==> src/rtl/hyb_pkg.sv <==
package hyb_pkg;
    // Reference magnitude R for a bounded accumulator of the given width.
    function automatic int ref_mag(input int bnd_w);
        return 1 << (bnd_w - 2);
    endfunction
endpackage

==> src/rtl/hyb_bounded_stage.sv <==
module hyb_bounded_stage
    import hyb_pkg::*;
#(
    parameter int BND_W  = 10,
    parameter int CALC_W = 12
) (
    input  logic                     clk,
    input  logic                     rst,
    input  logic                     en,
    input  logic signed [CALC_W-1:0] u,
    input  logic                     step_double,
    output logic signed [BND_W-1:0]  acc,
    output logic signed [BND_W-1:0]  acc_nxt,
    output logic signed [CALC_W-1:0] corr,
    output logic                     hi,
    output logic                     lo
);
    localparam int R = ref_mag(BND_W);
    localparam logic signed [CALC_W-1:0] R_C     = CALC_W'(R);
    localparam logic signed [CALC_W-1:0] STEP_1R = CALC_W'(R);
    localparam logic signed [CALC_W-1:0] STEP_2R = CALC_W'(2 * R);
    localparam logic signed [BND_W-1:0]  R_B     = BND_W'(R);

    logic signed [CALC_W-1:0] pred;
    logic signed [CALC_W-1:0] step;
    logic                     hi_c, lo_c;

    // One-sample-ahead overload estimate and correction choice.
    always_comb begin
        pred    = CALC_W'(acc) + u;
        step    = step_double ? STEP_2R : STEP_1R;
        hi_c    = (pred > R_C);
        lo_c    = (pred < -R_C);
        corr    = hi_c ? step : (lo_c ? -step : '0);
        acc_nxt = BND_W'(pred - corr);
    end

    always_ff @(posedge clk) begin
        if (rst) begin
            acc <= '0;
            hi  <= 1'b0;
            lo  <= 1'b0;
        end else if (en) begin
            acc <= acc_nxt;
            hi  <= hi_c;
            lo  <= lo_c;
        end
    end

    assert_bounded_R3: assert property (@(posedge clk) disable iff (rst)
        (acc <= R_B) && (acc >= -R_B));
    assert_flags_exclusive_R1: assert property (@(posedge clk) disable iff (rst)
        !(hi && lo));
    assert_hold_bnd_R9: assert property (@(posedge clk) disable iff (rst)
        !en |=> $stable(acc));
endmodule

==> src/rtl/hyb_wide_acc.sv <==
module hyb_wide_acc #(
    parameter int WIDE_W = 14,
    parameter int CALC_W = 12
) (
    input  logic                     clk,
    input  logic                     rst,
    input  logic                     en,
    input  logic signed [CALC_W-1:0] corr,
    output logic signed [WIDE_W-1:0] acc,
    output logic signed [WIDE_W-1:0] acc_nxt,
    output logic                     ovf
);
    localparam int SUM_W = WIDE_W + 1;
    localparam logic signed [SUM_W-1:0]  MAX_S = SUM_W'((1 << (WIDE_W - 1)) - 1);
    localparam logic signed [SUM_W-1:0]  MIN_S = -SUM_W'(1 << (WIDE_W - 1));
    localparam logic signed [WIDE_W-1:0] MAX_W = WIDE_W'((1 << (WIDE_W - 1)) - 1);
    localparam logic signed [WIDE_W-1:0] MIN_W = -WIDE_W'(1 << (WIDE_W - 1));

    logic signed [SUM_W-1:0] sum;
    logic                    over_hi, over_lo;

    always_comb begin
        sum     = SUM_W'(acc) + SUM_W'(corr);
        over_hi = (sum > MAX_S);
        over_lo = (sum < MIN_S);
        if (over_hi)      acc_nxt = MAX_W;
        else if (over_lo) acc_nxt = MIN_W;
        else              acc_nxt = WIDE_W'(sum);
    end

    always_ff @(posedge clk) begin
        if (rst) begin
            acc <= '0;
            ovf <= 1'b0;
        end else if (en) begin
            acc <= acc_nxt;
            if (over_hi || over_lo) ovf <= 1'b1;
        end
    end

    assert_sticky_ovf_R7: assert property (@(posedge clk) disable iff (rst)
        ovf |=> ovf);
    assert_no_wrap_R7: assert property (@(posedge clk) disable iff (rst)
        (en && (corr > 0)) |=> (acc >= $past(acc)));
    assert_hold_wide_R9: assert property (@(posedge clk) disable iff (rst)
        !en |=> $stable(acc));
endmodule

==> src/rtl/hyb_out_stage.sv <==
module hyb_out_stage
    import hyb_pkg::*;
#(
    parameter int BND_W  = 10,
    parameter int WIDE_W = 14
) (
    input  logic                       clk,
    input  logic                       rst,
    input  logic                       en,
    input  logic                       half_level,
    input  logic signed [BND_W-1:0]    bnd2_nxt,
    input  logic signed [WIDE_W-1:0]   w1_nxt,
    input  logic signed [WIDE_W-1:0]   w2_nxt,
    output logic                       q_bit,
    output logic signed [WIDE_W+1:0]   combined
);
    localparam int R     = ref_mag(BND_W);
    localparam int OUT_W = WIDE_W + 2;
    localparam logic signed [OUT_W-1:0] LVL_FULL = OUT_W'(R);
    localparam logic signed [OUT_W-1:0] LVL_HALF = OUT_W'(R / 2);

    logic                    q_c;
    logic signed [OUT_W-1:0] lvl, q_lvl, comb_c;

    always_comb begin
        q_c    = !bnd2_nxt[BND_W-1];
        lvl    = half_level ? LVL_HALF : LVL_FULL;
        q_lvl  = q_c ? lvl : -lvl;
        comb_c = OUT_W'(w1_nxt) + (OUT_W'(w2_nxt) <<< 1) + q_lvl;
    end

    always_ff @(posedge clk) begin
        if (rst) begin
            q_bit    <= 1'b0;
            combined <= '0;
        end else if (en) begin
            q_bit    <= q_c;
            combined <= comb_c;
        end
    end

    assert_hold_out_R9: assert property (@(posedge clk) disable iff (rst)
        !en |=> ($stable(combined) && $stable(q_bit)));
endmodule

==> src/rtl/hyb_dsm_top.sv <==
module hyb_dsm_top
    import hyb_pkg::*;
#(
    parameter int BND_W  = 10,
    parameter int WIDE_W = 14
) (
    input  logic                     clk,
    input  logic                     rst,
    input  logic                     in_valid,
    input  logic signed [BND_W-1:0]  in_sample,
    input  logic                     step_double,
    input  logic                     half_level,
    output logic                     q_bit,
    output logic signed [BND_W-1:0]  bnd1,
    output logic signed [BND_W-1:0]  bnd2,
    output logic signed [WIDE_W-1:0] wide1,
    output logic signed [WIDE_W-1:0] wide2,
    output logic signed [WIDE_W+1:0] combined,
    output logic [1:0]               ovl_hi,
    output logic [1:0]               ovl_lo,
    output logic [1:0]               wide_ovf
);
    localparam int N_STG  = 2;
    localparam int CALC_W = BND_W + 2;
    localparam int R      = ref_mag(BND_W);
    localparam logic signed [CALC_W-1:0] R_C = CALC_W'(R);

    logic signed [CALC_W-1:0] x_ext;
    logic signed [CALC_W-1:0] stg_in   [N_STG];
    logic signed [CALC_W-1:0] stg_corr [N_STG];
    logic signed [BND_W-1:0]  bnd_q    [N_STG];
    logic signed [BND_W-1:0]  bnd_nxt  [N_STG];
    logic signed [WIDE_W-1:0] wide_q   [N_STG];
    logic signed [WIDE_W-1:0] wide_nxt [N_STG];

    // Input clamp to [-R, +R].
    always_comb begin
        x_ext = CALC_W'(in_sample);
        if (x_ext > R_C)       stg_in[0] = R_C;
        else if (x_ext < -R_C) stg_in[0] = -R_C;
        else                   stg_in[0] = x_ext;
        // Cascade through the bounded path only, using the pre-update value.
        stg_in[1] = CALC_W'(bnd_q[0]);
    end

    for (genvar k = 0; k < N_STG; k++) begin : g_stage
        hyb_bounded_stage #(.BND_W(BND_W), .CALC_W(CALC_W)) u_bnd (
            .clk         (clk),
            .rst         (rst),
            .en          (in_valid),
            .u           (stg_in[k]),
            .step_double (step_double),
            .acc         (bnd_q[k]),
            .acc_nxt     (bnd_nxt[k]),
            .corr        (stg_corr[k]),
            .hi          (ovl_hi[k]),
            .lo          (ovl_lo[k])
        );
        hyb_wide_acc #(.WIDE_W(WIDE_W), .CALC_W(CALC_W)) u_wide (
            .clk     (clk),
            .rst     (rst),
            .en      (in_valid),
            .corr    (stg_corr[k]),
            .acc     (wide_q[k]),
            .acc_nxt (wide_nxt[k]),
            .ovf     (wide_ovf[k])
        );
    end

    hyb_out_stage #(.BND_W(BND_W), .WIDE_W(WIDE_W)) u_out (
        .clk        (clk),
        .rst        (rst),
        .en         (in_valid),
        .half_level (half_level),
        .bnd2_nxt   (bnd_nxt[1]),
        .w1_nxt     (wide_nxt[0]),
        .w2_nxt     (wide_nxt[1]),
        .q_bit      (q_bit),
        .combined   (combined)
    );

    assign bnd1  = bnd_q[0];
    assign bnd2  = bnd_q[1];
    assign wide1 = wide_q[0];
    assign wide2 = wide_q[1];

    assert_q_follows_sign_R6: assert property (@(posedge clk) disable iff (rst)
        in_valid |=> (q_bit == !bnd2[BND_W-1]));
    assert_hi_credits_wide_R2: assert property (@(posedge clk) disable iff (rst)
        in_valid |=> (!ovl_hi[0] || wide_ovf[0] || (wide1 > $past(wide1))));
endmodule

==> config.mk <==
export PLATFORM = sky130hd
export DESIGN_NAME = hyb_dsm_top
export DESIGN_NICKNAME = d
export VERILOG_FILES = /design/src/rtl/hyb_pkg.sv /design/src/rtl/hyb_bounded_stage.sv /design/src/rtl/hyb_wide_acc.sv /design/src/rtl/hyb_out_stage.sv /design/src/rtl/hyb_dsm_top.sv
export SDC_FILE = /design/constraint.sdc
export NUM_CORES = 1
export LEC_CHECK = 0
export BUFFER_PORTS_ARGS = -buffer_cell sky130_fd_sc_hd__buf_4
export CORE_MARGIN = 10
export CORE_UTILIZATION = 30
export CTS_BUF_LIST = sky130_fd_sc_hd__clkbuf_4 sky130_fd_sc_hd__clkbuf_8
export DETAILED_ROUTE_END_ITERATION = 10
export PLACE_DENSITY = 0.57
export REMOVE_ABC_BUFFERS = 1
export SKIP_CTS_REPAIR_TIMING = 1
export SYNTH_ARGS = -nofsm -noshare
export SYNTH_HDL_FRONTEND = slang
export SYNTH_SLANG_ARGS = --single-unit
==> constraint.sdc <==
create_clock -name clk -period 11.8 [get_ports clk]
set_input_delay 1.18 -clock clk [delete_from_list [all_inputs] [get_ports clk]]
set_output_delay 1.18 -clock clk [all_outputs]
set_load 0.01 [all_outputs]
==> impl_metrics.env <==
export IMPL_root_buffer="clkbuf_8"
export IMPL_die_h_um=151
export IMPL_cts_sinks=70
export IMPL_synth_compound_area_share=0.213
export IMPL_clk_pin_slew_ns=0.07
export IMPL_setup_worst_path_end="u_out.combined[14]$_SDFFE_PP0P_"
export IMPL_grt_pass1_wl_um=22000
export IMPL_drc=0
export IMPL_first_pass_iters=4
export IMPL_slew_headroom=0.411
export IMPL_worst_setup_path_end_kind="flop"
export IMPL_clock_skew_ns=0.0115
export IMPL_nets=782
export IMPL_hold_path_class="flop to flop"
export IMPL_wl_per_cell_um=14.7
export IMPL_core_area_mm2=0.0168
export IMPL_rr_endpoint="u_out.combined[14]$_SDFFE_PP0P_"
export IMPL_synthSimpleGateAreaFrac=0.183
export IMPL_synth_seq_area_share=0.271
export IMPL_timing_rr_start="g_stage[0].u_bnd.acc[0]$_SDFFE_PP0P_"
export IMPL_ys_warn_count=0
export IMPL_synthMuxAreaShare=0.0389
export IMPL_final_period_utilization=0.716
export IMPL_worst_setup_path_start_kind="input pin"
export IMPL_min_period_ns=8.45
export IMPL_worstRegToRegCells=31
export IMPL_max_stage_delay_ns=0.64
export IMPL_max_cap_violations=0
export IMPL_status="completed"
export IMPL_r2r_slack_ns=4.44
export IMPL_startpoint="in_sample[9]"
export IMPL_synth_fa_ha_area_frac=0.178
export IMPL_fin_cells=926
export IMPL_start_util=0.309
export IMPL_tns_ns=0
export IMPL_grt_usage=0.119
export IMPL_crit_type="input pin to flop"
export IMPL_crit_path_max_fanout=14
export IMPL_fp_dieW_um=151
export IMPL_hold_violations=0
export IMPL_ys_ff_latch=70
export IMPL_grt_max_degree=75
export IMPL_async_flop_share=0
export IMPL_drv_slew=0
export IMPL_place_gp_congestion=0.817
export IMPL_required_ns=12.11
export IMPL_grt_pass1_vias=4390
export IMPL_tritoncts="built"
export IMPL_io_pins=86
export IMPL_crit_arrival_ns=8.75
export IMPL_syn_avg_cell_area_um2=8.09
export IMPL_synth_edf_count=0
export IMPL_clkLatencyLatePin_ns=0.37
export IMPL_wirelength_um=13600
export IMPL_hpwl_um=10400
export IMPL_worst_pin_slew_ns=0.883
export IMPL_hold_ws_ns=0.451
export IMPL_synth_top_family_by_area="compound AO/OA/AOI/OAI gates"
export IMPL_diodes=0
export IMPL_ant_nets=0
export IMPL_ys_types=64
export IMPL_fmaxAchievable_mhz=118
export IMPL_synth_xor_area_frac=0.0607
export IMPL_cp_common_cell="ha_1"
export IMPL_setup_viol=0
export IMPL_hold_depth=2
export IMPL_grt_overflow_total=0
export IMPL_drt_initial_drc_count=231
export IMPL_vias=4547
export IMPL_cts_buffer_depth=2
export IMPL_htree_levels=3
export IMPL_syn_to_final_growth_pct=19.0
export IMPL_antenna_found_initial=0
export IMPL_syn_inst=639
export IMPL_io_buffers=85
export IMPL_num_rows=47
export IMPL_crit_slowest_cell="and2_0"
export IMPL_cts_inserted_buffers=9
export IMPL_synth_flop_cell="dfxtp_1"
export IMPL_drive_gt1_frac=0.167
export IMPL_die_area_mm2=0.0229
export IMPL_placed_cells=911
export IMPL_rsz0062_at_grt="no"
export IMPL_fillerInstances=1800
export IMPL_avgViaCountPerCell=4.91
export IMPL_synth_area_mm2=0.00517
-- final cells by class --
type                    instances  area, µm²  area share
multi-input cells             500       3490       0.566
repair buffers                 85        638       0.104
clock inverters                 4       70.1      0.0114
clock buffers                  11        151      0.0246
well taps                     220        275      0.0447
flip-flops and latches         70       1400       0.228
inverters                      36        135      0.0219
-- state kept, by name (all words and copies together) (netlist names) --
signal and cells:
g_stage.u_bnd.acc 20, g_stage.u_wide.acc 28, g_stage.u_wide.ovf 2, g_stage.u_bnd.hi 2, g_stage.u_bnd.lo 2, u_out.q_bit 1, u_out.combined 15
-- per-stage QoR --
stage	cell area [µm²]	setup WS (ns)	utilization
CTS	6160	3.30	0.367
global route	6160	2.61	0.367
global placement	5940	3.08	0.354
finish	6160	3.35	0.367
detailed placement	5940	2.94	0.354
floorplan	5020	4.03	-
-- metal layers --
layer  global-route usage  wire [µm]
met1                0.149       6370
met2                0.190       6080
met3               0.0465       1030
met4               0.0250        119
met5                    0          0
-- cell families (layout without fill, tap and decap cells) --
logic type               count (synthesis)  count (layout)
AND/OR/NAND/NOR                        209             209
AO/OA/AOI/OAI                          170             170
flip-flops                              70              70
buffers and inverters                   69             136
adder cells (fa/ha/maj)                 66              66
XOR/XNOR                                35              35
multiplexers                            20              20
-- how the worst min path moves through the flow --
stage,startpoint,to
2_1_floorplan,g_stage[0].u_wide.ovf$_SDFFE_PP0P_,g_stage[0].u_wide.ovf$_SDFFE_PP0P_
3_3_place_gp,g_stage[0].u_wide.ovf$_SDFFE_PP0P_,g_stage[0].u_wide.ovf$_SDFFE_PP0P_
3_5_place_dp,g_stage[0].u_wide.ovf$_SDFFE_PP0P_,g_stage[0].u_wide.ovf$_SDFFE_PP0P_
4_1_cts,g_stage[0].u_wide.ovf$_SDFFE_PP0P_,g_stage[0].u_wide.ovf$_SDFFE_PP0P_
5_1_grt,g_stage[1].u_wide.ovf$_SDFFE_PP0P_,g_stage[1].u_wide.ovf$_SDFFE_PP0P_
6_report,g_stage[0].u_wide.ovf$_SDFFE_PP0P_,g_stage[0].u_wide.ovf$_SDFFE_PP0P_
-- critical path, delay by kind of cell --
family	cells	cell delay (ns)
AO/OA/AOI/OAI	13	2.76
AND/OR/NAND/NOR	9	2.14
adder cells (fa/ha/maj)	6	1.53
XOR/XNOR	3	0.91
buffers and inverters	3	0.24
-- cell usage in the layout, fill, tap and decap left out, types with 13 or more instances in the layout --
cell	count
nor2_1	102
buf_4	85
dfxtp_1	70
a21oi_1	56
ha_1	52
nand2_1	42
inv_1	35
o21ai_0	34
xnor2_1	19
a211oi_1	19
mux2i_1	19
xor2_1	15
fa_1	13
-- cells in the mapped netlist, types with 2 or more instances --
| master | count | area (µm²) |
|---|---|---|
| nand2b_1 | 6 | 37.5 |
| and2_1 | 8 | 50.1 |
| a31o_2 | 2 | 17.5 |
| a211oi_1 | 19 | 143 |
| a21oi_1 | 56 | 280 |
| fa_1 | 13 | 260 |
| nand2_1 | 42 | 158 |
| xor2_1 | 15 | 131 |
| nor3_1 | 10 | 50.1 |
| nor4b_1 | 2 | 17.5 |
| nor2b_1 | 8 | 50.1 |
| o21ai_0 | 34 | 170 |
| o31a_1 | 2 | 17.5 |
| nor3b_1 | 2 | 15.0 |
| a31oi_1 | 4 | 25.0 |
| o21a_1 | 10 | 75.1 |
| xnor2_1 | 19 | 166 |
| a211oi_2 | 3 | 37.5 |
| o21bai_1 | 5 | 37.5 |
| buf_1 | 6 | 22.5 |
| inv_1 | 35 | 131 |
| clkbuf_1 | 20 | 75.1 |
| nand3_1 | 12 | 60.1 |
| a21o_1 | 9 | 67.6 |
| mux2i_1 | 19 | 190 |
| or2_2 | 4 | 25.0 |
| and3_1 | 3 | 18.8 |
| buf_4 | 7 | 52.6 |
| ha_1 | 52 | 651 |
| dfxtp_1 | 70 | 1400 |
| nor2_1 | 102 | 383 |
| o22ai_1 | 3 | 18.8 |
| o211ai_1 | 6 | 45.0 |
Power is left out: the tool's default activity adds up to more than one toggle a clock period on the data nets, which glitch-free logic cannot reach.
